<file path="src/rtl/irq_agg_pkg.sv">
package irq_agg_pkg;
   typedef enum logic [1:0] {
      REG_MASK = 2'd0,
      REG_STAT = 2'd1,
      REG_ACK  = 2'd2,
      REG_OVF  = 2'd3
   } reg_sel_e;

   function automatic int stat_width(input int nch, input int neu);
      return 2 * nch + neu + 1;
   endfunction
endpackage

</file>
<file path="src/rtl/irq_level_latch.sv">
module irq_level_latch (
   input  logic clk,
   input  logic rst_n,
   input  logic cond,
   input  logic ack,
   output logic st,
   output logic gap
);
   logic cond_q;
   logic rise;
   logic st_n;
   logic gap_n;

   always_comb begin
      rise  = cond & ~cond_q;
      st_n  = (st & ~ack) | (cond & (~ack | rise));
      gap_n = ack & st & cond & ~rise;
   end

   always_ff @(posedge clk or negedge rst_n) begin
      if (!rst_n) begin
         cond_q <= 1'b0;
         st     <= 1'b0;
         gap    <= 1'b0;
      end else begin
         cond_q <= cond;
         st     <= st_n;
         gap    <= gap_n;
      end
   end

   assert_mask_block_R2: assert property (@(posedge clk) disable iff (!rst_n)
      (!st && !cond) |=> !st);
   assert_held_gap_R6: assert property (@(posedge clk) disable iff (!rst_n)
      (ack && st && cond && !rise) |=> (!st && gap));
   assert_event_wins_R10: assert property (@(posedge clk) disable iff (!rst_n)
      (ack && rise) |=> st);
endmodule

</file>
<file path="src/rtl/irq_done_queue.sv">
module irq_done_queue #(
   parameter int CNT_W = 4
) (
   input  logic clk,
   input  logic rst_n,
   input  logic evt,
   input  logic ack,
   input  logic ovf_ack,
   output logic st,
   output logic gap,
   output logic ovf
);
   localparam logic [CNT_W-1:0] CNT_MAX = {CNT_W{1'b1}};

   logic [CNT_W-1:0] cnt;
   logic [CNT_W-1:0] cnt_n;
   logic             st_n;
   logic             gap_n;
   logic             ovf_set;
   logic             busy;

   always_comb begin
      busy    = st | gap;
      st_n    = st;
      gap_n   = 1'b0;
      cnt_n   = cnt;
      ovf_set = 1'b0;
      if (ack && st) begin
         if (evt) begin
            st_n = 1'b1;
         end else if (cnt != '0) begin
            st_n  = 1'b0;
            gap_n = 1'b1;
            cnt_n = cnt - 1'b1;
         end else begin
            st_n = 1'b0;
         end
      end else begin
         if (gap) st_n = 1'b1;
         if (evt) begin
            if (busy) begin
               if (cnt == CNT_MAX) ovf_set = 1'b1;
               else                cnt_n   = cnt + 1'b1;
            end else begin
               st_n = 1'b1;
            end
         end
      end
   end

   always_ff @(posedge clk or negedge rst_n) begin
      if (!rst_n) begin
         cnt <= '0;
         st  <= 1'b0;
         gap <= 1'b0;
         ovf <= 1'b0;
      end else begin
         cnt <= cnt_n;
         st  <= st_n;
         gap <= gap_n;
         ovf <= (ovf & ~ovf_ack) | ovf_set;
      end
   end

   assert_cnt_sat_R9: assert property (@(posedge clk) disable iff (!rst_n)
      (cnt == CNT_MAX && evt && busy && !(ack && st)) |=> (cnt == CNT_MAX && ovf));
   assert_pend_drop_R8: assert property (@(posedge clk) disable iff (!rst_n)
      (ack && st && !evt && cnt != '0) |=> (!st && cnt == CNT_W'($past(cnt) - 1'b1)));
   assert_gap_reassert_R8: assert property (@(posedge clk) disable iff (!rst_n)
      gap |=> st);
   assert_empty_stays_R8: assert property (@(posedge clk) disable iff (!rst_n)
      (ack && st && !evt && cnt == '0) |=> (!st && !gap));
   assert_pend_count_R7: assert property (@(posedge clk) disable iff (!rst_n)
      (evt && busy && !(ack && st) && cnt != CNT_MAX) |=> (cnt == CNT_W'($past(cnt) + 1'b1)));
endmodule

</file>
<file path="src/rtl/irq_aggregator.sv">
module irq_aggregator
   import irq_agg_pkg::*;
#(
   parameter int NUM_CH = 4,
   parameter int NUM_EU = 4,
   parameter int CNT_W  = 4,
   parameter int DATA_W = 32
) (
   input  logic              clk,
   input  logic              rst_n,
   input  logic [NUM_CH-1:0] ch_done_evt,
   input  logic [NUM_CH-1:0] ch_err_evt,
   input  logic [NUM_EU-1:0] eu_evt,
   input  logic [NUM_EU-1:0] eu_enable,
   input  logic              ctl_err_evt,
   input  logic              reg_wr,
   input  logic [1:0]        reg_addr,
   input  logic [DATA_W-1:0] reg_wdata,
   output logic [DATA_W-1:0] reg_rdata,
   output logic              irq_out
);
   localparam int STAT_W  = stat_width(NUM_CH, NUM_EU);
   localparam int EU_BASE = 2 * NUM_CH;
   localparam int CTL_BIT = STAT_W - 1;

   if (NUM_CH < 1 || NUM_EU < 1) begin : g_bad_count
      $error("irq_aggregator: NUM_CH and NUM_EU must be at least 1");
   end
   if (STAT_W >= DATA_W) begin : g_bad_width
      $error("irq_aggregator: status layout does not fit below DATA_W");
   end
   if (CNT_W < 1) begin : g_bad_cnt
      $error("irq_aggregator: CNT_W must be at least 1");
   end

   reg_sel_e          sel;
   logic [STAT_W-1:0] mask_q;
   logic [STAT_W-1:0] ack;
   logic [NUM_CH-1:0] ovf_ack;
   logic [STAT_W-1:0] status;
   logic [STAT_W-1:0] gap;
   logic [NUM_CH-1:0] ovf;
   logic              unused_wdata;

   assign sel          = reg_sel_e'(reg_addr);
   assign ack          = (reg_wr && sel == REG_ACK) ? reg_wdata[STAT_W-1:0] : '0;
   assign ovf_ack      = (reg_wr && sel == REG_OVF) ? reg_wdata[NUM_CH-1:0] : '0;
   assign unused_wdata = ^reg_wdata[DATA_W-1:STAT_W];

   always_ff @(posedge clk or negedge rst_n) begin
      if (!rst_n)                        mask_q <= '0;
      else if (reg_wr && sel == REG_MASK) mask_q <= reg_wdata[STAT_W-1:0];
   end

   for (genvar c = 0; c < NUM_CH; c++) begin : g_ch
      irq_done_queue #(.CNT_W(CNT_W)) u_done (
         .clk     (clk),
         .rst_n   (rst_n),
         .evt     (ch_done_evt[c] & mask_q[2*c]),
         .ack     (ack[2*c]),
         .ovf_ack (ovf_ack[c]),
         .st      (status[2*c]),
         .gap     (gap[2*c]),
         .ovf     (ovf[c])
      );
      irq_level_latch u_err (
         .clk   (clk),
         .rst_n (rst_n),
         .cond  (ch_err_evt[c] & mask_q[2*c+1]),
         .ack   (ack[2*c+1]),
         .st    (status[2*c+1]),
         .gap   (gap[2*c+1])
      );
   end

   for (genvar e = 0; e < NUM_EU; e++) begin : g_eu
      irq_level_latch u_eu (
         .clk   (clk),
         .rst_n (rst_n),
         .cond  (eu_evt[e] & eu_enable[e] & mask_q[EU_BASE+e]),
         .ack   (ack[EU_BASE+e]),
         .st    (status[EU_BASE+e]),
         .gap   (gap[EU_BASE+e])
      );
   end

   irq_level_latch u_ctl (
      .clk   (clk),
      .rst_n (rst_n),
      .cond  (ctl_err_evt & mask_q[CTL_BIT]),
      .ack   (ack[CTL_BIT]),
      .st    (status[CTL_BIT]),
      .gap   (gap[CTL_BIT])
   );

   assign irq_out = (|status) | (|gap);

   always_comb begin
      unique case (sel)
         REG_MASK: reg_rdata = DATA_W'(mask_q);
         REG_STAT: reg_rdata = DATA_W'(status);
         REG_OVF:  reg_rdata = DATA_W'(ovf);
         default:  reg_rdata = '0;
      endcase
   end

   for (genvar i = 0; i < STAT_W; i++) begin : g_chk
      assert_drop_needs_ack_R5: assert property (@(posedge clk) disable iff (!rst_n)
         $fell(status[i]) |-> $past(ack[i]));
   end
   assert_mask_wr_R2: assert property (@(posedge clk) disable iff (!rst_n)
      (reg_wr && sel == REG_MASK) |=> (mask_q == $past(reg_wdata[STAT_W-1:0])));
   assert_irq_fall_R4: assert property (@(posedge clk) disable iff (!rst_n)
      $fell(irq_out) |-> (status == '0));
endmodule

</file>
<file path="config.mk">
export PLATFORM = sky130hd
export DESIGN_NAME = irq_aggregator
export DESIGN_NICKNAME = d
export VERILOG_FILES = /design/src/rtl/irq_agg_pkg.sv /design/src/rtl/irq_level_latch.sv /design/src/rtl/irq_done_queue.sv /design/src/rtl/irq_aggregator.sv
export SDC_FILE = /design/constraint.sdc
export NUM_CORES = 1
export LEC_CHECK = 0
export ABC_AREA = 1
export CELL_PAD_IN_SITES_DETAIL_PLACEMENT = 0
export CELL_PAD_IN_SITES_GLOBAL_PLACEMENT = 1
export CORE_MARGIN = 5
export CORE_UTILIZATION = 36
export CTS_CLUSTER_DIAMETER = 50
export DETAILED_ROUTE_END_ITERATION = 16
export GPL_TIMING_DRIVEN = 0
export PLACE_DENSITY_LB_ADDON = 0.1
export SLEW_MARGIN = 10
export SYNTH_ARGS = -nofsm -noshare
export SYNTH_HDL_FRONTEND = slang
export SYNTH_SLANG_ARGS = --single-unit
</file>
<file path="constraint.sdc">
create_clock -name clk -period 1.7 [get_ports clk]
set_input_delay 0.34 -clock clk [delete_from_list [all_inputs] [get_ports clk]]
set_output_delay 0.34 -clock clk [all_outputs]
set_load 0.01 [all_outputs]
</file>
==> results of run 1 <==
[logic make-up after synthesis]
family                     Yosys count  synth area share (%)
xor gates and xnor gates            12                  2.90
buffers and inverters               95                  12.0
other                                1                 0.103
muxes                                4                  1.24
adders and majority gates            4                  1.38
and+or+nand+nor                    201                  25.4
AOI/OAI and AO/OA                   64                  10.1
DFF                                 68                  46.9
[synthesized netlist by cell type, types with 5 or more instances]
cell type and count:
nand2_1 118, inv_1 71, dfrtp_1 68, o21ai_0 33, nor2_1 30, buf_4 19
nand3_1 18, a21oi_1 12, nor3_1 12, xor2_1 9, nor2_4 6, nor4_1 5
o211ai_1 5
[critical path, delay by kind of cell, from the launching register on]
kind,cells,cell delay [ns]
buffers and inverters,2,0.26
AND/OR/NAND/NOR,3,0.51
flip-flops,1,0.41
[area by class of cell]
class / instances / area (µm²)
fillers: 991 / 5080
repair buffers: 62 / 552
clock inverters: 6 / 86.3
well taps: 133 / 166
plain buffers: 23 / 179
multi-input cells: 304 / 1640
inverters: 72 / 275
flip-flops and latches: 68 / 1700
clock buffers: 10 / 138
[sequential cells by signal, summed over array words and instances, names as in the netlist]
signal,cells
g_ch.u_err.cond_q,4
g_ch.u_err.gap,4
g_eu.u_eu.st,4
u_ctl.cond_q,1
u_ctl.gap,1
g_ch.u_err.st,4
g_eu.u_eu.gap,4
u_ctl.st,1
g_ch.u_done.gap,4
g_eu.u_eu.cond_q,4
g_ch.u_done.cnt,16
g_ch.u_done.st,4
mask_q,13
g_ch.u_done.ovf,4
[layer usage]
metal  vias to the layer above  track usage [%]  share of wire, %
met5                         -                0                 0
met3                         8             4.19               5.6
li1                       1565                -                 -
met1                      1410             19.4                45
met4                         0             3.87               1.1
met2                        64             26.9                48
[metrics by stage]
stage	power (µW)	hold slack, ns	util (%)	cell area (µm²)
3_5_place_dp	3880	0.327	44.4	4360
3_3_place_gp	3840	0.475	44.2	4340
4_1_cts	5410	0.482	47.5	4660
2_1_floorplan	3360	0.0444	-	3690
5_1_grt	5800	0.362	48.2	4740
6_report	5370	0.355	48.2	4740
[power groups by stage]
| stage | Clock [µW] | Sequential (µW) | Combinational, µW |
|---|---|---|---|
| 2_1_floorplan | 0 | 2200 | 1160 |
| 3_3_place_gp | 0 | 2270 | 1570 |
| 3_5_place_dp | 0 | 2280 | 1590 |
| 4_1_cts | 1550 | 2250 | 1610 |
| 5_1_grt | 1620 | 2310 | 1880 |
| 6_report | 1490 | 2260 | 1620 |
[repair_timing]
item                       CTS  global route
resized for setup           62            22
hold buffers                 1             0
setup endpoints to repair   41            14
pin swaps                   10             6
setup buffers                6             6
hold endpoints to repair    32             0
[how the worst max path moves through the flow]
stage / start / to / slack [ns]
2_1_floorplan: reg_addr[0] / g_ch[1].u_done.cnt[2]$_DFFE_PN0P_ / 0.06
3_5_place_dp: reg_addr[1] / reg_rdata[6] / -1.23
4_1_cts: g_eu[0].u_eu.gap$_DFF_PN0_ / irq_out / -0.18
3_3_place_gp: rst_n / g_ch[2].u_done.cnt[3]$_DFFE_PN0P_ / -2.25
5_1_grt: u_ctl.gap$_DFF_PN0_ / irq_out / -0.29
6_report: g_ch[2].u_done.st$_DFF_PN0_ / irq_out / -0.16
==> results.ini, run 1 <==
[timing]
worst_pin_slew_ns=0.570
worst_slack_ns=-0.155
fin_setup_tns_ns=-0.155
fmax_mhz=539
hold_viol_final=0
skew_ns=0.0128
rsz0062_at_grt=true
relSlewSlack_pct=62.0
min_period_over_period_pct=109
min_period_ns=1.86
final_max_slew_viol_count=0
finalSetupViolCount=1

[synth]
synth_cell_types=30
syn_area_um2=3630
synth_top_area_cell=dfrtp_1
syn_inst=449
synth-seq-area-share_pct=46.9
ys_ff_latch=68
yosysWarnings=0
synth_top_cell_area_share_pct=46.9
ys.flop_type=dfrtp_1
avgSynthCellArea_um2=8.08
async_reset_ff_share_pct=100
synth_edf_count=0
synthTopCellsByArea=dfrtp_1 (47%), nand2_1 (12%), inv_1 (7.3%)

[clock_tree]
cts_sinks=68
cts_tree=built
clock-root-buffer=clkbuf_8
clockBufferDepth=2
path_clk_slew_ns=0.07
clk_latency_ns=0.34
cts_buffers=9
h-tree-depth=3

[finish]
area_growth_pct=30.6
diodes=0
final_common_cell=nand2_1
nets=598
fin_cells=678
final_cell_mix=nand2_1 (115), inv_1 (68), dfrtp_1 (66)
drive_gt1_share_pct=19.1

[status]
violations=negative setup slack
status=finished with violations

[place]
gp_congestion=0.837
dp_slack_ns=-1.23
dp.cells=649
dp_hpwl_um=6610
port_buffers=48

[detailed_routing]
wl_per_cell_um=13.0
vias=3047
drtIter0Drc=114
routed_wl_um=8790
ant_nets=0
via_per_inst=4.49
dr.pass1.iters=4
drc=0

[setup_path]
cp_slowest_cell=dfrtp_1
rr_endpoint=g_ch[0].u_done.cnt[2]$_DFFE_PN0P_
path_cells=nor2_2 > inv_1 > nor3_2 > nand4_1 > buf_2
crit_type=reg2out
worst-r2r-cell-count=10
worstSetupStartpointType=register
cp_data_required_time_ns=1.36
crit_path_end_kind=output pin
critical-path-max-stage-delay_ns=0.41
cp_max_fo=3
reg2reg_from=g_ch[0].u_done.st$_DFF_PN0_
cp.arrival_ns=1.52
reg2reg_slack_ns=0.17

[global_route]
grt_pass1_wl_um=14600
grt_pass1_vias=3034
grt_util_all_layers_pct=15.6
grt_antenna_before_repair=0
gr-total-overflow=0
grt_max_degree=37

[pwr]
intPower_uw=3500
p_clk_share_pct=27.8
powerDensity_nw_per_um2=1130
combPwrFrac_pct=30.2
leakagePower_uw=0.00243
ir_drop_mv=0.597
p_sw_uw=1870
p_seq_share_pct=42.0
switching_share_pct=34.8

[die]
rows=36
chipHeight_um=110
die_x_um=110
io_pins=87
coreArea_um2=9820
die-area_um2=12200
start_util_pct=36.9

[min_path]
hold_class=in2reg
min_from=reg_wdata[0]
hold_depth=3
hold_path_end=mask_q[0]$_DFFE_PN0P_

[run]
drv_cap=0

No activity file was read; power rests on OpenSTA's default activity.
==> run 2, diff against run 1 <==
CORE_ASPECT_RATIO = 0.75   (was unset)
CORE_UTILIZATION = 25   (was 36)
==> run 2 against run 1 <==
The flow still finishes with violations (negative setup slack). Core utilization is 13 points lower. Critical path type unchanged. Die area is 40% higher. Sequential share of layout area is 2.0 points lower. Flip-flop and latch count stayed put. Critical path depth stayed put.
==> results.ini, run 2 (synthesis gave the netlist of run 1 again) <==
[pwr]
powerDensity_nw_per_um2=1230  ; +8.7%
leakagePower_uw=0.00254  ; +4.4%
power_uw=6170  ; +15%
ir_drop_mv=0.454  ; -24%

[clock_tree]
clk_latency_ns=0.33  ; about the same
cts_tree=built
clock-root-buffer=clkbuf_16
path_clk_slew_ns=0.06  ; about the same
clockBufferDepth=2  ; unchanged
cts_buffers=9  ; unchanged
cts_sinks=68  ; unchanged
h-tree-depth=3  ; unchanged

[finish]
drive_gt1_share_pct=20.4  ; +1.3 points
final_cell_mix=nand2_1 (116), dfrtp_1 (67), inv_1 (66)
diodes=0  ; unchanged
nets=602  ; +0.67%
area_growth_pct=38.1
multi_input_area_um2=1640  ; +0.15%
largest_reg_flops=16  ; unchanged
final-seq-area_um2=1700  ; about the same
regMostFlops=g_ch.u_done.cnt
final_common_cell=nand2_1
fillers=1546  ; +56%
largestRegisters=g_ch.u_done.cnt x16, mask_q x13

[place]
dp_hpwl_um=7200  ; +9.0%
gp_congestion=0.767  ; -8.3%
port_buffers=48  ; unchanged

[min_path]
hold_path_end=mask_q[4]$_DFFE_PN0P_
min_from=reg_wdata[4]
hold_depth=2  ; -1
hold_class=in2reg

[timing]
min_period_over_period_pct=109  ; +0.19 points
fmax_mhz=538  ; -0.18%
skew_ns=0.00488  ; -0.00787 ns
worst_slack_ns=-0.158  ; -0.00326 ns
fin_setup_tns_ns=-0.158  ; -0.00326 ns
rsz0062_at_grt=true
hold_viol_final=0  ; unchanged
min_period_ns=1.86  ; +0.00326 ns
final_max_slew_viol_count=0  ; unchanged
finalSetupViolCount=1  ; unchanged

[setup_path]
reg2reg_slack_ns=0.16  ; about the same
worst-r2r-cell-count=10  ; unchanged
worstSetupStartpointType=register
cp_num_buf_inv=1  ; -1
cp.arrival_ns=1.52  ; about the same
cp_max_fo=1  ; -2
reg2reg_from=g_ch[0].u_done.st$_DFF_PN0_
crit_type=reg2out
critical-path-max-stage-delay_ns=0.38  ; -0.03 ns
path_delay_family=simple AND/OR/NAND/NOR gates
path_cells=nor4_2 > nand2_1 > nor3_2 > nand4_1 > buf_2
crit_path_end_kind=output pin
cp_slowest_cell=dfrtp_1
rr_endpoint=g_ch[0].u_done.cnt[2]$_DFFE_PN0P_
cp_data_required_time_ns=1.36  ; about the same

[global_route]
grt_max_degree=48  ; +30%
grt_pass1_wl_um=16400  ; +12%
grt_antenna_before_repair=0  ; unchanged
grt_util_all_layers_pct=12.5  ; -3.1 points
gr-total-overflow=0  ; unchanged
grt_pass1_vias=3125  ; +3.0%

[detailed_routing]
wl_per_cell_um=13.2  ; +1.7%
drc=0  ; unchanged
drtIter0Drc=134  ; +18%
vias=3029  ; -0.59%
dr.pass1.iters=5  ; +1
ant_nets=0  ; unchanged
routed_wl_um=9870  ; +12%
via_per_inst=4.04  ; -10%

[die]
coreArea_um2=14400  ; +46%
start_util_pct=25.3  ; -12 points
die_x_um=149  ; +35%
io_pins=87  ; unchanged
chipHeight_um=114  ; +3.6%
rows=38  ; +5.6%
die-area_um2=17000  ; +40%

[run]
drv_cap=0  ; unchanged

[status]
status=finished with violations
violations=negative setup slack

## run 2: where the power goes
part	leakage (µW)	internal, µW	switching, µW	total [µW]
sequential	0.000850	1970	301	2270
clock	0.000176	1520	713	2230
combinational	0.00151	693	982	1680
total	0.00254	4180	2000	6170
## run 2: area by class of cell
cell class                 count  share of cell area (%)
buffer                        23                    3.80
inverter                      72                    5.55
multi-input combinational    304                    32.7
sequential                    68                    34.0
clock buffer                  11                    5.05
clock inverter                 5                    2.15
tap                          200                    5.00
timing repair buffer          66                    11.7
## run 2: worst max path at each step
stage | cells past startpoint | startpoint | end
after floorplan | 12 | reg_addr[0] | g_ch[1].u_done.cnt[2]$_DFFE_PN0P_
after global routing | 5 | g_eu[0].u_eu.gap$_DFF_PN0_ | irq_out
final | 5 | g_eu[0].u_eu.gap$_DFF_PN0_ | irq_out
after detailed placement | 6 | reg_addr[1] | reg_rdata[6]
after CTS | 5 | g_eu[3].u_eu.gap$_DFF_PN0_ | irq_out
after global placement | 1 | rst_n | g_ch[3].u_done.cnt[2]$_DFFE_PN0P_
## run 2: what timing repair did
item | 4_1_cts | 5_1_grt
resized for setup | 85 | 19
hold endpoints to repair | 21 | 0
setup endpoints to repair | 41 | 11
hold buffers | 1 | 0
gates cloned | 1 | 0
buffers inserted | 12 | 3
pin swaps | 13 | 6
## run 2: per-stage QoR
step / util (%) / area (µm²) / worst slack (ns) / hold slack [ns] / instances
floorplan: - / 3690 / 0.0594 / 0.0444 / 467
global placement: 30.8 / 4420 / -2.36 / 0.473 / 715
detailed placement: 31.0 / 4450 / -1.33 / 0.269 / 716
CTS: 34.6 / 4960 / -0.151 / 0.460 / 746
global route: 34.9 / 5010 / -0.298 / 0.346 / 749
finish: 34.9 / 5010 / -0.158 / 0.336 / 749
## run 2: routing by layer
| layer | part of all wire, % | GRT usage [%] | routed length, µm |
|---|---|---|---|
| met1 | 50 | 17.6 | 4980 |
| met2 | 43 | 18.2 | 4240 |
| met3 | 5.5 | 4.08 | 540 |
| met4 | 1.2 | 3.96 | 116 |
| met5 | 0 | 0 | 0 |
==> run 3, diff against run 2 <==
CORE_UTILIZATION = 36   (was 25)
SETUP_SLACK_MARGIN = 0.2   (was unset)
==> run 3 against run 2 <==
The run still ends with negative setup slack left. Clock skew decreased by 0.00070 ns. Clock power decreased by 16%. Power down 1.0%. Maximum frequency decreased by 0.44%. First-iteration DRC count grew 63%. Non-clock buffer count grew 14. Routed wire length fell by 4.3%. Critical path depth unchanged. Highest routed layer unchanged.
==> results.ini, run 3 (synthesis gave the netlist of run 1 again) <==
[place]
dp_slack_ns=-1.30  ; +0.0297 ns
port_buffers=48  ; unchanged
dp_hpwl_um=6540  ; -9.1%
place_area_um2=4370  ; -1.7%
gp_congestion=0.798  ; +4.0%

[timing]
min_period_over_period_pct=110  ; +0.49 points
fmax_mhz=536  ; -0.44%
worst_slack_ns=-0.167  ; -0.00828 ns
relSlewSlack_pct=63.6
min_period_ns=1.87  ; +0.00828 ns
holdWs_ns=0.444  ; +0.108 ns
worst_pin_slew_ns=0.546
rsz0062_at_grt=true
final_max_slew_viol_count=0  ; unchanged
fin_setup_tns_ns=-0.167  ; -0.00828 ns
finalSetupViolCount=1  ; unchanged
hold_viol_final=0  ; unchanged
skew_ns=0.00418  ; -0.000702 ns

[finish]
largestRegisters=g_ch.u_done.cnt x16, mask_q x13
final_cell_mix=nand2_1 (103), dfrtp_1 (68), inv_1 (59)
fin_area_um2=5200  ; +3.9%
final_common_cell=nand2_1
regMostFlops=g_ch.u_done.cnt
largest_reg_flops=16  ; unchanged
drive_gt1_share_pct=29.5  ; +9.1 points
area_growth_pct=43.5
diodes=0  ; unchanged
nets=616  ; +2.3%
fillers=934  ; -40%

[detailed_routing]
vias=3161  ; +4.4%
routed_wl_um=9450  ; -4.3%
wl_per_cell_um=13.6  ; +3.1%
via_per_inst=4.55  ; +12%
drtIter0Drc=219  ; +63%
ant_nets=0  ; unchanged
dr.pass1.iters=4  ; -1
drc=0  ; unchanged

[pwr]
leakagePower_uw=0.00259  ; +2.2%
power_uw=6110  ; -1.0%
intPower_uw=3940  ; -5.7%
ir_drop_mv=0.614  ; +35%
p_sw_uw=2170  ; +8.7%
switching_share_pct=35.5  ; +3.2 points
powerDensity_nw_per_um2=1170  ; -4.8%
p_clk_share_pct=30.7  ; -5.4 points
p_seq_share_pct=37.3  ; +0.6 points
combPwrFrac_pct=32.0  ; +4.9 points

[global_route]
grt_util_all_layers_pct=16.0  ; +3.5 points
grt_max_degree=38  ; -21%
grt_pass1_vias=3262  ; +4.4%
grt_pass1_wl_um=15700  ; -4.2%
gr-total-overflow=0  ; unchanged
grt_antenna_before_repair=0  ; unchanged

[clock_tree]
clock-root-buffer=clkbuf_16
h-tree-depth=3  ; unchanged
clk_latency_ns=0.33  ; about the same
cts_buffers=9  ; unchanged
cts_sinks=68  ; unchanged
clockBufferDepth=2  ; unchanged
cts_tree=built
path_clk_slew_ns=0.06  ; about the same

[setup_path]
cp.arrival_ns=1.53  ; about the same
crit_cells=5  ; unchanged
critical-path-max-stage-delay_ns=0.40  ; +0.02 ns
startpoint=g_ch[1].u_done.st$_DFF_PN0_
path_delay_family=simple AND/OR/NAND/NOR gates
cp_max_fo=2  ; +1
reg2reg_from=g_ch[0].u_done.st$_DFF_PN0_
cp_num_buf_inv=1  ; unchanged
rr_endpoint=g_ch[0].u_done.cnt[2]$_DFFE_PN0P_
crit_type=reg2out
worst-r2r-cell-count=11  ; +1
reg2reg_slack_ns=0.21  ; +0.05 ns
crit_path_end_kind=output pin
path_cells=nor2_2 > nand3_1 > nor3_2 > nand4_1 > buf_2
cp_slowest_cell=dfrtp_1
cp_data_required_time_ns=1.36  ; about the same
worstSetupStartpointType=register

[status]
status=finished with violations
violations=negative setup slack

[run]
drv_cap=0  ; unchanged

[min_path]
min_from=reg_wdata[4]
hold_class=in2reg
hold_path_end=mask_q[4]$_DFFE_PN0P_
hold_depth=2  ; unchanged

[die]
die_x_um=126  ; -16%
coreArea_um2=9740  ; -32%
die-area_um2=12200  ; -28%
start_util_pct=37.2  ; +12 points
io_pins=87  ; unchanged
rows=31  ; -18%
chipHeight_um=96.9  ; -15%

==> run 3: cell types whose count changed in the layout (fill, tap and decap cells not counted), moves of 5 or more <==
cell	previous run	this run
nor2_2	5	11
o21ai_0	27	21
nand2_2	2	11
nand2_1	116	103
nor2_1	24	19
buf_6	1	11
inv_1	66	59
==> run 3: worst max path at each step <==
stage | endpoint | slack [ns]
6_report | irq_out | -0.17
5_1_grt | irq_out | -0.28
4_1_cts | irq_out | -0.17
3_5_place_dp | reg_rdata[6] | -1.30
3_3_place_gp | g_ch[3].u_done.cnt[2]$_DFFE_PN0P_ | -2.19
2_1_floorplan | g_ch[1].u_done.cnt[2]$_DFFE_PN0P_ | 0.14
==> run 3: metal layers <==
metal	share of wire, %	GRT usage (%)	vias up	wire (µm)
li1	-	-	1610	-
met2	47	25.1	64	4390
met1	47	21.4	1479	4470
met3	5.4	5.45	8	510
met5	0	0	-	0
met4	0.80	3.96	0	76
==> run 3: final cells by class <==
cell class | instances | area, µm² | area share [%]
plain buffers | 23 | 181 | 3.49
inverters | 72 | 300 | 5.77
clock buffers | 9 | 225 | 4.33
multi-input cells | 304 | 1810 | 34.8
clock inverters | 7 | 76.3 | 1.47
flip-flops and latches | 68 | 1700 | 32.7
well taps | 132 | 165 | 3.17
repair buffers | 80 | 742 | 14.3
==> run 3: power groups by stage <==
stage	logic, µW	registers, µW	clock network, µW
finish	1950	2280	1870
global route	2230	2330	2000
CTS	1760	2260	1920
detailed placement	1600	2280	0
global placement	1580	2280	0
floorplan	1170	2200	0
==> run 3: repair_timing <==
item / 4_1_cts / 5_1_grt
hold buffers: 1 / 0
setup buffers: 24 / 5
endpoints found under the hold margin: 31 / 0
pin swaps: 18 / 20
gates resized for setup: 129 / 59
gates cloned: 1 / 0
endpoints found under the setup margin: 58 / 30
==> run 3: stage by stage <==
step,util (%),cells
after floorplan,-,467
after global placement,44.8,647
after detailed placement,44.9,648
after CTS,51.1,690
after global routing,53.5,695
final,53.5,695
==> run 3: worst register-to-register path, stage by stage, from the launching register on <==
cell	delay [ns]
dfrtp_1	0.40
buf_6	0.14
nand2_8	0.07
inv_4	0.04
nand3_4	0.08
nand2_2	0.07
nand2_1	0.07
inv_2	0.05
ha_4	0.15
a21oi_2	0.11
xnor2_1	0.12
o21ai_1	0.07
